## src/rtl/trap_entry_pkg.sv

```systemverilog
package trap_entry_pkg;

  localparam int TT_W     = 9;
  localparam int TL_W     = 3;
  localparam int GL_W     = 3;
  localparam int PS_W     = 13;
  localparam int HPS_W    = 12;
  localparam int CCR_W    = 8;
  localparam int ASI_W    = 8;
  localparam int CWP_W    = 5;
  localparam int SAVE_W   = 43;

  // Saved-state field positions (consumed by the return-from-trap path)
  localparam int SV_GL_LO   = 40;
  localparam int SV_CCR_LO  = 32;
  localparam int SV_ASI_LO  = 24;
  localparam int SV_PS_LO   = 8;
  localparam int SV_CWP_LO  = 0;

  // Processor state bits touched on entry
  localparam int PS_IE   = 1;
  localparam int PS_PRIV = 2;
  localparam int PS_AM   = 3;
  localparam int PS_PEF  = 4;
  localparam int PS_TLE  = 8;
  localparam int PS_CLE  = 9;

  localparam logic [TT_W-1:0] TT_CLEAN_WIN = 9'h024;

  typedef enum logic [1:0] {
    WIN_HOLD  = 2'd0,
    WIN_INC   = 2'd1,
    WIN_SPILL = 2'd2,
    WIN_DEC   = 2'd3
  } win_move_e;

endpackage

```

## src/rtl/trap_sat_inc.sv

```systemverilog
module trap_sat_inc #(
  parameter int W   = 3,
  parameter int MAX = 6
) (
  input  logic [W-1:0] cur,
  output logic [W-1:0] nxt,
  output logic         at_max
);

  localparam logic [W-1:0] LIMIT = W'(MAX);

  always_comb begin
    at_max = (cur >= LIMIT);
    if (at_max) begin
      nxt = LIMIT;
    end else begin
      nxt = cur + W'(1);
    end
  end

endmodule

```

## src/rtl/trap_pstate_xform.sv

```systemverilog
module trap_pstate_xform
  import trap_entry_pkg::*;
(
  input  logic [PS_W-1:0] ps_in,
  output logic [PS_W-1:0] ps_out
);

  always_comb begin
    ps_out          = ps_in;
    ps_out[PS_PEF]  = 1'b1;
    ps_out[PS_AM]   = 1'b0;
    ps_out[PS_PRIV] = 1'b1;
    ps_out[PS_CLE]  = ps_in[PS_TLE];
    ps_out[PS_IE]   = 1'b0;
  end

endmodule

```

## src/rtl/trap_state_pack.sv

```systemverilog
module trap_state_pack
  import trap_entry_pkg::*;
(
  input  logic [GL_W-1:0]   gl,
  input  logic [CCR_W-1:0]  ccr,
  input  logic [ASI_W-1:0]  asi,
  input  logic [PS_W-1:0]   ps,
  input  logic [CWP_W-1:0]  cwp,
  output logic [SAVE_W-1:0] word
);

  always_comb begin
    word = '0;
    word[SV_GL_LO  +: GL_W]  = gl;
    word[SV_CCR_LO +: CCR_W] = ccr;
    word[SV_ASI_LO +: ASI_W] = asi;
    word[SV_PS_LO  +: PS_W]  = ps;
    word[SV_CWP_LO +: CWP_W] = cwp;
  end

endmodule

```

## src/rtl/trap_win_adjust.sv

```systemverilog
module trap_win_adjust
  import trap_entry_pkg::*;
#(
  parameter int NWINDOWS = 8
) (
  input  logic [TT_W-1:0]  tt,
  input  logic [CWP_W-1:0] cwp,
  input  logic [CWP_W-1:0] cansave,
  output logic [CWP_W-1:0] cwp_next,
  output logic             moves
);

  // Largest raw sum: two full 5-bit operands plus two
  localparam int SUM_W   = CWP_W + 2;
  localparam int SUM_MAX = 2 * ((1 << CWP_W) - 1) + 2;
  localparam int STAGES  = SUM_MAX / NWINDOWS;
  localparam logic [SUM_W-1:0] NW_S   = SUM_W'(NWINDOWS);
  localparam bit   IS_POW2 = ((NWINDOWS & (NWINDOWS - 1)) == 0);

  win_move_e         kind;
  logic [SUM_W-1:0]  raw_sum;
  logic [SUM_W-1:0]  reduced;

  always_comb begin
    kind = WIN_HOLD;
    if (tt == TT_CLEAN_WIN) begin
      kind = WIN_INC;
    end else if (tt[8:6] == 3'b010) begin
      kind = WIN_SPILL;
    end else if (tt[8:6] == 3'b011) begin
      kind = WIN_DEC;
    end
  end

  always_comb begin
    unique case (kind)
      WIN_INC:   raw_sum = SUM_W'(cwp) + SUM_W'(1);
      WIN_SPILL: raw_sum = SUM_W'(cwp) + SUM_W'(cansave) + SUM_W'(2);
      WIN_DEC:   raw_sum = SUM_W'(cwp) + NW_S - SUM_W'(1);
      default:   raw_sum = SUM_W'(cwp);
    endcase
  end

  generate
    if (IS_POW2) begin : g_mask
      assign reduced = raw_sum & (NW_S - SUM_W'(1));
    end else begin : g_chain
      logic [SUM_W-1:0] stage [0:STAGES];
      assign stage[0] = raw_sum;
      for (genvar i = 0; i < STAGES; i++) begin : g_sub
        assign stage[i+1] = (stage[i] >= NW_S) ? (stage[i] - NW_S) : stage[i];
      end
      assign reduced = stage[STAGES];
    end
  endgenerate

  assign cwp_next = reduced[CWP_W-1:0];
  assign moves    = (kind != WIN_HOLD);

endmodule

```

## src/rtl/trap_entry_unit.sv

```systemverilog
module trap_entry_unit
  import trap_entry_pkg::*;
#(
  parameter int NWINDOWS = 8,
  parameter int MAX_GL   = 3,
  parameter int MAX_TL   = 6,
  parameter int ADDR_W   = 64
) (
  input  logic              clk,
  input  logic              rst_n,
  input  logic              trap_req,
  input  logic [8:0]        trap_type,
  input  logic [2:0]        cur_tl,
  input  logic [12:0]       cur_pstate,
  input  logic [11:0]       cur_hpstate,
  input  logic [7:0]        cur_ccr,
  input  logic [7:0]        cur_asi,
  input  logic [4:0]        cur_cwp,
  input  logic [4:0]        cur_cansave,
  input  logic [2:0]        cur_gl,
  input  logic [ADDR_W-1:0] cur_pc,
  input  logic [ADDR_W-1:0] cur_npc,
  output logic              busy,
  output logic              error_state,
  output logic              tl_we,
  output logic [2:0]        new_tl,
  output logic              tstate_we,
  output logic [42:0]       tstate,
  output logic              tpc_we,
  output logic [ADDR_W-1:0] tpc,
  output logic              tnpc_we,
  output logic [ADDR_W-1:0] tnpc,
  output logic              htstate_we,
  output logic [11:0]       htstate,
  output logic              tt_we,
  output logic [8:0]        tt_out,
  output logic              gl_we,
  output logic [2:0]        new_gl,
  output logic              pstate_we,
  output logic [12:0]       new_pstate,
  output logic              cwp_we,
  output logic [4:0]        new_cwp
);

  // Reset: asserted asynchronously, released on the clock
  logic [1:0] rst_pipe;
  logic       rst_sync_n;

  always_ff @(posedge clk or negedge rst_n) begin
    if (!rst_n) begin
      rst_pipe <= 2'b00;
    end else begin
      rst_pipe <= {rst_pipe[0], 1'b1};
    end
  end
  assign rst_sync_n = rst_pipe[1];

  // Next-state datapath
  logic              accept;
  logic [TL_W-1:0]   tl_d;
  logic              tl_at_max;
  logic [GL_W-1:0]   gl_d;
  logic              gl_at_max;
  logic [PS_W-1:0]   ps_d;
  logic [SAVE_W-1:0] save_d;
  logic [CWP_W-1:0]  cwp_d;
  logic              cwp_moves;

  assign accept = trap_req & ~busy;

  trap_sat_inc #(.W(TL_W), .MAX(MAX_TL)) u_tl_inc (
    .cur    (cur_tl),
    .nxt    (tl_d),
    .at_max (tl_at_max)
  );

  trap_sat_inc #(.W(GL_W), .MAX(MAX_GL)) u_gl_inc (
    .cur    (cur_gl),
    .nxt    (gl_d),
    .at_max (gl_at_max)
  );

  trap_pstate_xform u_ps (
    .ps_in  (cur_pstate),
    .ps_out (ps_d)
  );

  trap_state_pack u_pack (
    .gl   (cur_gl),
    .ccr  (cur_ccr),
    .asi  (cur_asi),
    .ps   (cur_pstate),
    .cwp  (cur_cwp),
    .word (save_d)
  );

  trap_win_adjust #(.NWINDOWS(NWINDOWS)) u_win (
    .tt       (trap_type),
    .cwp      (cur_cwp),
    .cansave  (cur_cansave),
    .cwp_next (cwp_d),
    .moves    (cwp_moves)
  );

  // Strobe next-state
  logic we_all_d;
  logic cwp_we_d;
  logic err_d;
  logic cwp_en;

  always_comb begin
    we_all_d = accept;
    cwp_we_d = accept & cwp_moves;
    err_d    = accept & tl_at_max;
    cwp_en   = accept & cwp_moves;
  end

  // Strobe registers
  always_ff @(posedge clk or negedge rst_sync_n) begin
    if (!rst_sync_n) begin
      busy        <= 1'b0;
      error_state <= 1'b0;
      tl_we       <= 1'b0;
      tstate_we   <= 1'b0;
      tpc_we      <= 1'b0;
      tnpc_we     <= 1'b0;
      htstate_we  <= 1'b0;
      tt_we       <= 1'b0;
      gl_we       <= 1'b0;
      pstate_we   <= 1'b0;
      cwp_we      <= 1'b0;
    end else begin
      busy        <= we_all_d;
      error_state <= err_d;
      tl_we       <= we_all_d;
      tstate_we   <= we_all_d;
      tpc_we      <= we_all_d;
      tnpc_we     <= we_all_d;
      htstate_we  <= we_all_d;
      tt_we       <= we_all_d;
      gl_we       <= we_all_d;
      pstate_we   <= we_all_d;
      cwp_we      <= cwp_we_d;
    end
  end

  // Data registers with explicit clock enables
  always_ff @(posedge clk or negedge rst_sync_n) begin
    if (!rst_sync_n) begin
      new_tl     <= '0;
      tstate     <= '0;
      tpc        <= '0;
      tnpc       <= '0;
      htstate    <= '0;
      tt_out     <= '0;
      new_gl     <= '0;
      new_pstate <= '0;
    end else if (accept) begin
      new_tl     <= tl_d;
      tstate     <= save_d;
      tpc        <= cur_pc;
      tnpc       <= cur_npc;
      htstate    <= cur_hpstate;
      tt_out     <= trap_type;
      new_gl     <= gl_d;
      new_pstate <= ps_d;
    end
  end

  always_ff @(posedge clk or negedge rst_sync_n) begin
    if (!rst_sync_n) begin
      new_cwp <= '0;
    end else if (cwp_en) begin
      new_cwp <= cwp_d;
    end
  end

endmodule

```

## config.mk

```make
export PLATFORM = sky130hd
export DESIGN_NAME = trap_entry_unit
export DESIGN_NICKNAME = d
export VERILOG_FILES = /design/src/rtl/trap_entry_pkg.sv /design/src/rtl/trap_sat_inc.sv /design/src/rtl/trap_pstate_xform.sv /design/src/rtl/trap_state_pack.sv /design/src/rtl/trap_win_adjust.sv /design/src/rtl/trap_entry_unit.sv
export SDC_FILE = /design/constraint.sdc
export NUM_CORES = 1
export LEC_CHECK = 0
export BUFFER_PORTS_ARGS = -buffer_cell sky130_fd_sc_hd__buf_2
export CORE_AREA = 3 3 165 167
export CTS_CLUSTER_SIZE = 30
export DETAILED_ROUTE_END_ITERATION = 6
export DIE_AREA = 0 0 168 170
export GPL_TIMING_DRIVEN = 0
export SYNTH_ARGS = -nofsm -noshare
export SYNTH_HDL_FRONTEND = slang
export SYNTH_SLANG_ARGS = --single-unit
```

## constraint.sdc

```tcl
create_clock -name clk -period 18.4 [get_ports clk]
set_input_delay 0.92 -clock clk [delete_from_list [all_inputs] [get_ports clk]]
set_output_delay 0.92 -clock clk [all_outputs]
set_load 0.02 [all_outputs]
```

==> results by group, run 1 <==
Outcome
  • Status: finished clean

Die
  • Die area: 28600 um^2
  • Chip height: 170 um
  • Core Box Area: between 20000 and 30000 um^2
  • Starting Density: 0.308
  • I/O pin cnt: 424
  • Die W: about 170 um
  • Row count: 59

Clock tree
  • H-tree depth: 1
  • Bufs on Longest Clock Path: 3
  • CTS resizes: 0
  • Sink Count: 201
  • Clk_lat worst skew: 510 ps
  • Worst-path clk slew: ~60 ps
  • Post-CTS setup repair buffer count: 0
  • CTS tree: built
  • Num CTS Buffers: 23
  • CTS Hold Bufs: 0
  • Clk root buf: clkbuf_16

Global routing
  • Largest net degree at the start of global routing: slightly below 70
  • GRT Total Usage: 0.178
  • Vias in the first global route: between 7000 and 8000
  • Initial antenna violation count: 2
  • Global route total overflow: 0
  • First-pass GRT wire length: 40500 um

Pwr
  • VDD IR max: 67.0 uV
  • Leak Pwr: 6.62 nW
  • Total Power: 1.27 mW
  • Pwr dens: around 110 nW/um^2

STA
  • Final hold vios: 0
  • Final period utilization: 0.128
  • Final Skew: 12.9 ps
  • Fin Setup TNS: 0 ps
  • Tmin final: 2360 ps
  • Worst slew pin tran: 798 ps
  • Final setup fails: 0
  • Slew margin rel.: 0.468
  • Fmax: 424 MHz
  • Unrepaired setup endpoints after global routing: no
  • Max-slew violations: 0
  • Hold WS: between 150 and 200 ps

Worst setup path
  • Origin of the worst setup path: pstate_we
  • Worst setup SP type: register
  • Crit-path max FO: 11
  • Crit-path cells: buf_4, buf_2
  • FF-to-FF Start: pstate_we
  • Critical-path top delay cell: dfrtp_1
  • CP endpoint kind: output port
  • Worst endpoint required time: 17480 ps
  • Max stage delay on crit path: 600 ps
  • Critical path arrival: 1440 ps
  • CP Class: register to output port
  • Worst Reg-to-Reg Cells: 6

Logic synthesis
  • EDFF count, synth: 0
  • Post-synth top area share: 0.631
  • Async S/R FF share, synth: 1.00
  • Yosys reg bits: 201
  • Yosys top cell by area: dfrtp_1
  • Dominant cells by area after synthesis: dfrtp_1, nand2_1, buf_4, clkbuf_1, ha_1
  • Count leader, synth: nand2_1
  • Synth warn: 0
  • Synth Instances: about 890
  • Sequential fraction of the synthesis area: 0.631
  • Avg Cell Area, Syn: 8.97 um^2
  • Synth Cell Area: approximately 8000 um^2
  • Prevailing post-synth register cell: dfrtp_1
  • Post-synth top cells: nand2_1, dfrtp_1, clkbuf_1, buf_4
  • Unique masters post-synth: 37

Detailed routing
  • Detail Route Antenna Nets: 0
  • Drt first pass iters: 5
  • Via-to-Cell Ratio: 4.30
  • WL met1: about 11000 um
  • Met3 WL post-DR: about 1900 um
  • DRC errors left: 0
  • Routed wire length: 26800 um
  • Via Count: 7255
  • Wirelength per Cell: 15.9 um
  • Top layer in use: met5
  • Drt first-iter violations: 479
  • Met2 Routed Length: 13200 um

Final layout
  • Area Growth Syn to Fin: 42.1%
  • Final std cells w/o fill: about 1700
  • Share of layout cells above drive strength 1: 0.360
  • Nets: between 1500 and 2000
  • Final core occ: 0.437

Hold path
  • HP Class: input port to async pin

Place
  • DP Wirelength: 20200 um
  • IO Port Bufs: 410
  • RePlAce Congestion: 0.832
  • Dpl cells: 1646

Run
  • Max Cap Violations: 0
per-stage QoR:
stage	setup slack, ps	cell area, um^2
floorplan	12380	8010
global placement	9660	10500
detailed placement	15600	10600
CTS	15890	11300
global route	15780	11300
finish	16040	11300
cell families after synthesis:
| kind of cell | Yosys count | synth area share |
|---|---|---|
| compound gates | 20 | 0.0174 |
| xor+xnor | 2 | 0.00392 |
| fa+ha+maj | 8 | 0.0126 |
| buf+inv | 77 | 0.0516 |
| flops | 201 | 0.631 |
| mux | 2 | 0.00267 |
| other cells | 2 | 0.000942 |
| simple gates | 577 | 0.280 |
layer usage:
| layer | global-route usage | up-vias |
|---|---|---|
| li1 | - | 3571 |
| met1 | 0.228 | 3385 |
| met2 | 0.303 | 247 |
| met3 | 0.0400 | 50 |
| met4 | 0.0516 | 2 |
| met5 | 0 | - |
sequential cells by signal, summed over array words and instances, names as in the netlist:
signal	count
new_pstate	8
error_state	1
tpc	64
new_cwp	3
pstate_we	1
cwp_we	1
tt_out	9
tstate	30
rst_pipe	2
new_tl	3
tnpc	64
htstate	12
new_gl	3
report_power, final:
group	internal (mW)	leakage, nW	switching, mW	total, mW
registers	0.499	2.46	0.0324	0.531
clock network	0.281	0.373	0.182	0.463
logic	0.0926	3.78	0.180	0.273
total	0.872	6.62	0.395	1.27
final cells by class:
class                      instances  area, um^2
buffer                            71         389
clock inverter                     6        82.6
sequential                       201        5030
inverter                           6        22.5
tap                              335         419
fill                            2613       14600
timing repair buffer             413        2130
multi-input combinational        620        2560
clock buffer                      34         677
antenna                            1        2.50
critical path, delay by kind of cell, from the launching register on:
| kind | cells | cell delay, ps |
|---|---|---|
| DFF | 1 | 600 |
| buffers and inverters | 2 | 340 |
path summary, 6_finish.rpt:
check | endpoint | slack [ps]
hold / removal | rst_pipe[1] | 180
setup / recovery | tt_we | 16040
setup reg to reg | htstate[5] | 16040
min in group clk | rst_pipe[1] | 350
max in group asynchronous | tpc[47] | 17150
hold reg to reg | tpc[54] | 310
layout by cell type (no fill, tap or decap), drive strengths merged, types with 2 or more instances in the layout:
cell	netlist	final
nor4b	2	2
o21ai	8	8
inv	6	6
o21a	2	2
a31oi	2	2
nand3b	2	2
clkbuf	39	73
conb	2	11
dfrtp	201	201
ha	8	8
bufinv	0	2
nand2	559	559
nand2b	3	3
buf	32	445
nor2	5	5
clkinv	0	3
nor3	2	2
No activity file was read; power rests on OpenSTA's default activity.
==> run 2: changes to the inputs <==
- clock period: 18.4 -> 2.05 ns (I/O delays scaled with it)
==> results by group, run 2 (synthesized netlist as in run 1, its figures left out) <==
Global routing
  • Global route total overflow: 0 (unchanged)
  • Vias in the first global route: 8429 (was 7180)
  • GRT Total Usage: 0.191 (was 0.178)
  • Initial antenna violation count: 0 (was 2)
  • Largest net degree at the start of global routing: 61 (was 69)
  • First-pass GRT wire length: 44300 um (was 40500 um)

STA
  • Final hold vios: 0 (unchanged)
  • Final Skew: 4.76 ps (was 12.9 ps)
  • Unrepaired setup endpoints after global routing: no (unchanged)
  • Tmin final: 1910 ps
  • Worst slew pin tran: 549 ps (was 798 ps)
  • Final setup fails: 0 (unchanged)
  • Fmax: 524 MHz
  • Final period utilization: 0.931
  • Slew margin rel.: 0.634 (was 0.468)
  • Max-slew violations: 0 (unchanged)

Die
  • Die area: 28600 um^2 (unchanged)
  • Starting Density: 0.308 (unchanged)
  • Core Box Area: 25900 um^2 (unchanged)
  • Row count: 59 (unchanged)
  • Chip height: 170 um (unchanged)
  • I/O pin cnt: 424 (unchanged)
  • Die W: 168 um (unchanged)

Worst setup path
  • Critical path arrival: 2300 ps (was 1440 ps)
  • Crit-path max FO: 11 (unchanged)
  • CP endpoint kind: register (was output port)
  • Worst Reg-to-Reg Cells: 5 (was 6)
  • Worst setup SP type: register (unchanged)
  • Reg2Reg Capture Point: new_tl[0] (was htstate[5])
  • CP delay by family, top: buffers and inverters (was flip-flops)
  • Critical-path top delay cell: dlygate4sd3_1 (was dfrtp_1)
  • Crit-path cells: nand2b_1, inv_2, and3_1, dlygate4sd3_1, nor2_1 (was buf_4, buf_2)
  • Worst endpoint required time: 2440 ps (was 17480 ps)
  • Max stage delay on crit path: 600 ps (about the same)
  • Buf/Inv on CP: 2 (unchanged)
  • R2R Setup Slk: 140 ps (was 16040 ps)
  • FF-to-FF Start: pstate_we (unchanged)
  • CP Class: register to register (was register to output port)
  • Origin of the worst setup path: pstate_we (unchanged)

Clock tree
  • Num CTS Buffers: 23 (unchanged)
  • Post-CTS setup repair buffer count: 0 (unchanged)
  • Sink Count: 201 (unchanged)
  • Bufs on Longest Clock Path: 3 (unchanged)
  • CTS tree: built (unchanged)
  • Clk root buf: clkbuf_16 (unchanged)
  • Clk_lat worst skew: 500 ps (was 510 ps)
  • Worst-path clk slew: 60 ps (about the same)
  • H-tree depth: 1 (unchanged)

Detailed routing
  • Wirelength per Cell: 15.2 um (was 15.9 um)
  • Drt first pass iters: 4 (was 5)
  • Via-to-Cell Ratio: 4.35 (was 4.30)
  • Via Count: 8165 (was 7255)
  • Drt first-iter violations: 386 (was 479)
  • Detail Route Antenna Nets: 0 (unchanged)
  • DRC errors left: 0 (unchanged)
  • Routed wire length: 28500 um (was 26800 um)

Final layout
  • Multi-input logic area: 2560 um^2 (unchanged)
  • Register area: 5030 um^2 (about the same)
  • Filler Cell Count: 2358 (was 2613)
  • Share of layout cells above drive strength 1: 0.332 (was 0.360)
  • # diodes: 0 (was 1)
  • Largest regs: tnpc x64, tpc x64, tstate x30 (unchanged)
  • Most frequent cells in the layout: nand2_1, buf_2, dfrtp_1, dlygate4sd3_1, buf_4 (was nand2_1, buf_2, dfrtp_1, clkbuf_1, buf_4)
  • Final core occ: 0.512 (was 0.437)
  • Most common cell after layout, fill and taps aside: nand2_1 (unchanged)
  • Nets: 1733 (was 1541)
  • Area Growth Syn to Fin: 66.4% (was 42.1%)
  • Design Area, Final: 13300 um^2 (was 11300 um^2)

Hold path
  • HP Class: input port to register (was input port to async pin)
  • Beginning of the worst hold path: cur_cansave[0]
  • Hold EP: new_cwp[0]
  • Worst hold path depth: 4

Place
  • RePlAce Congestion: 0.792 (was 0.832)
  • IO Port Bufs: 410 (unchanged)
  • DP Area: 10600 um^2 (unchanged)
  • DP Wirelength: 19600 um (was 20200 um)

Pwr
  • Leak Pwr: 7.50 nW (was 6.62 nW)
  • VDD IR max: 832 uV (was 67.0 uV)
  • Pwr dens: 874 nW/um^2 (was 112 nW/um^2)

Run
  • Max Cap Violations: 0 (unchanged)

Outcome
  • Status: finished clean (unchanged)
==> run 2: cell count changes in the layout (fill, tap and decap cells not counted), sizes merged <==
cell / previous run / this run
dlygate4sd3: 0 / 192
clkbuf: 73 / 78
clkinv: 3 / 1
buf: 445 / 444
bufinv: 2 / 1
clkinvlp: 1 / 0
diode: 1 / 0
==> run 2: per-layer routing <==
| metal | GRT usage | vias up | routed length (um) |
|---|---|---|---|
| li1 | - | 3946 | - |
| met1 | 0.228 | 3815 | 11200 |
| met2 | 0.337 | 327 | 14200 |
| met3 | 0.0372 | 77 | 1820 |
| met4 | 0.0776 | 0 | 1310 |
| met5 | 0 | - | 0 |
==> run 2: cell type report <==
type,count,share of cell area
Sequential cell,201,0.380
Timing Repair Buffer,605,0.306
Multi-Input combinational cell,620,0.193
Clock buffer,38,0.0529
Buffer,71,0.0323
Tap cell,335,0.0316
Clock inverter,2,0.00264
Inverter,6,0.00170
==> run 2: stage by stage <==
stage / hold slack [ps] / cells / setup slack, ps / total power, mW / setup TNS (ps)
2_1_floorplan: -193 / 898 / -0.532 / 6.22 / -106
3_3_place_gp: -111 / 1643 / -851 / 7.24 / -204070
3_5_place_dp: -106 / 1646 / -444 / 7.30 / -44160
4_1_cts: 7.55 / 1878 / 12.3 / 11.7 / 0
5_1_grt: 61.5 / 1878 / 49.4 / 12.2 / 0
6_report: 32.3 / 1878 / 142 / 11.6 / 0
==> run 2: worst max-delay path by stage <==
stage	to	slack, ps	depth (start not counted)
after CTS	new_tl[0]	10	5
after detailed placement	tpc[49]	-440	6
after global routing	new_tl[0]	50	5
final	new_tl[0]	140	5
after global placement	tpc[4]	-850	0
after floorplan	cwp_we	-0.5	0
==> run 2: power by group <==
part	switching [mW]	total, mW	internal (mW)
clock network	1.61	4.05	2.44
logic	1.69	2.77	1.08
registers	0.293	4.77	4.48
total	3.60	11.6	8.00
==> run 2: worst register-to-register path: cells and delay by family, from the launching register on <==
family	cells	cell delay (ps)
buf+inv	2	810
simple gates	3	490
flops	1	500
==> run 2: what timing repair did <==
item                       in CTS  in global routing
setup endpoints to repair     133                 71
hold buffers                  192                  0
hold endpoints to repair      198                  0
cloned                          0                  0
pin swaps                       0                  0
resized for setup              27                  7
==> run 3: changes to the inputs <==
- RECOVER_POWER: not set -> 25
==> results by group, run 3 (synthesized netlist as in run 1, its figures left out) <==
Outcome
  • Status: finished clean (unchanged)

Place
  • DP Wirelength: 19600 um (unchanged)
  • RePlAce Congestion: 0.792 (unchanged)
  • Worst setup slack after placement: -444 ps (unchanged)
  • DP Area: 10600 um^2 (unchanged)
  • IO Port Bufs: 410 (unchanged)

Global routing
  • Largest net degree at the start of global routing: 61 (unchanged)
  • Global route total overflow: 0 (unchanged)
  • GRT Total Usage: 0.191 (unchanged)
  • Vias in the first global route: 8429 (unchanged)
  • Initial antenna violation count: 0 (unchanged)
  • First-pass GRT wire length: 44300 um (unchanged)

Worst setup path
  • Worst endpoint required time: 2440 ps (about the same)
  • CP endpoint kind: register (unchanged)
  • Crit-path max FO: 11 (unchanged)
  • Critical path arrival: 2300 ps (about the same)
  • CP Class: register to register (unchanged)
  • Worst setup SP type: register (unchanged)

Clock tree
  • Bufs on Longest Clock Path: 3 (unchanged)
  • Clk_lat worst skew: 500 ps (about the same)
  • Worst-path clk slew: 60 ps (about the same)
  • H-tree depth: 1 (unchanged)
  • CTS tree: built (unchanged)
  • Num CTS Buffers: 23 (unchanged)
  • Sink Count: 201 (unchanged)
  • Clk root buf: clkbuf_16 (unchanged)

Final layout
  • Nets: 1733 (unchanged)
  • Design Area, Final: 13200 um^2 (was 13300 um^2)
  • Filler Cell Count: 2362 (was 2358)
  • # diodes: 0 (unchanged)
  • Final core occ: 0.510 (was 0.512)
  • Largest regs: tnpc x64, tpc x64, tstate x30 (unchanged)
  • Most frequent cells in the layout: nand2_1, buf_2, dfrtp_1, dlygate4sd3_1, buf_4 (unchanged)
  • Most common cell after layout, fill and taps aside: nand2_1 (unchanged)
  • Area Growth Syn to Fin: 65.9% (was 66.4%)
  • Register area: 5030 um^2 (unchanged)
  • Share of layout cells above drive strength 1: 0.332 (unchanged)
  • Multi-input logic area: 2560 um^2 (unchanged)

STA
  • Final period utilization: 0.931 (about the same)
  • Final Worst Setup Slack: 142 ps (about the same)
  • Max-slew violations: 0 (unchanged)
  • Final hold vios: 0 (unchanged)
  • Worst slew pin tran: 879 ps (was 549 ps)
  • Fmax: 524 MHz (about the same)
  • Final setup fails: 0 (unchanged)
  • Unrepaired setup endpoints after global routing: no (unchanged)
  • Final Skew: 5.52 ps (was 4.76 ps)
  • Tmin final: 1910 ps (about the same)
  • Slew margin rel.: 0.414 (was 0.634)

Hold path
  • HP Class: input port to register (unchanged)

Pwr
  • Net Switching: 3.61 mW (was 3.60 mW)
  • VDD IR max: 831 uV (was 832 uV)
  • Comb pwr share: 0.239 (about the same)
  • Internal Power: 7.99 mW (was 8.00 mW)
  • Pwr dens: 877 nW/um^2 (was 874 nW/um^2)
  • Total Power: 11.6 mW (about the same)
  • Clk network pwr share: 0.350 (was 0.349)
  • Sw Ratio: 0.311 (was 0.310)
  • Seq pwr share: 0.411 (about the same)
  • Leak Pwr: 7.48 nW (was 7.50 nW)

Run
  • Max Cap Violations: 0 (unchanged)

Die
  • Core Box Area: 25900 um^2 (unchanged)
  • Die area: 28600 um^2 (unchanged)
  • I/O pin cnt: 424 (unchanged)
  • Starting Density: 0.308 (unchanged)
  • Row count: 59 (unchanged)
  • Die W: 168 um (unchanged)
  • Chip height: 170 um (unchanged)

Detailed routing
  • Wirelength per Cell: 15.3 um (was 15.2 um)
  • Via Count: 8151 (was 8165)
  • Drt first pass iters: 4 (unchanged)
  • Drt first-iter violations: 428 (was 386)
  • Detail Route Antenna Nets: 0 (unchanged)
  • Routed wire length: 28700 um (was 28500 um)
  • Via-to-Cell Ratio: 4.34 (was 4.35)
  • DRC errors left: 0 (unchanged)
==> run 3: cell types whose count changed in the layout (fill, tap and decap cells not counted) <==
cell and change:
buf_16 -2, clkbuf_4 +2
==> run 3: layer usage <==
| metal | up-vias | track usage | routed length [um] |
|---|---|---|---|
| li1 | 3947 | - | - |
| met1 | 3819 | 0.228 | 11400 |
| met2 | 310 | 0.337 | 14200 |
| met3 | 75 | 0.0372 | 1750 |
| met4 | 0 | 0.0776 | 1300 |
| met5 | - | 0 | 0 |
==> run 3: power groups by stage <==
stage / Combinational, mW / Sequential (mW) / Clock [mW]
after global routing: 3.00 / 4.83 / 4.33
after floorplan: 0.717 / 5.50 / 0
after CTS: 2.78 / 4.76 / 4.19
after global placement: 2.37 / 4.88 / 0
after detailed placement: 2.48 / 4.82 / 0
final: 2.77 / 4.77 / 4.06
==> run 3: path summary, 6_finish.rpt <==
path	startpoint	endpoint	slack, ps	cells past startpoint
min	cur_cansave[0]	new_cwp[0]	30	4
max reg2reg	pstate_we	new_tl[0]	140	5
min reg2reg	rst_pipe[1]	tnpc[54]	290	0
min in group asynchronous	rst_pipe[1]	tnpc[54]	290	0
max	pstate_we	new_tl[0]	140	5
max in group asynchronous	rst_pipe[1]	tnpc[52]	270	2
==> run 3: metrics by stage <==
stage | instances | TNS (ps) | hold slack, ps
final | 1878 | 0 | 28.5
after floorplan | 898 | -106 | -193
after global placement | 1643 | -204070 | -111
after detailed placement | 1646 | -44160 | -106
after CTS | 1878 | 0 | 7.55
after global routing | 1878 | 0 | 61.5
==> run 3: layout make-up <==
type | instances | area share
Buffer | 71 | 0.0324
Multi-Input combinational cell | 620 | 0.194
Clock buffer | 38 | 0.0531
Inverter | 6 | 0.00170
Sequential cell | 201 | 0.381
Timing Repair Buffer | 605 | 0.304
Tap cell | 335 | 0.0317
Clock inverter | 2 | 0.00265
==> run 3: timing repair <==
item | CTS | global route
resized for setup | 27 | 7
cloned | 0 | 0
setup endpoints to repair | 133 | 71
hold buffers | 192 | 0
hold endpoints to repair | 198 | 0
buffers inserted | 0 | 0
==> run 3: worst max-delay path, stage by stage, from the launching register on <==
cell	delay (ps)
dfrtp_2	500
nand2b_1	220
inv_2	210
and3_1	210
dlygate4sd3_1	600
nor2_1	60
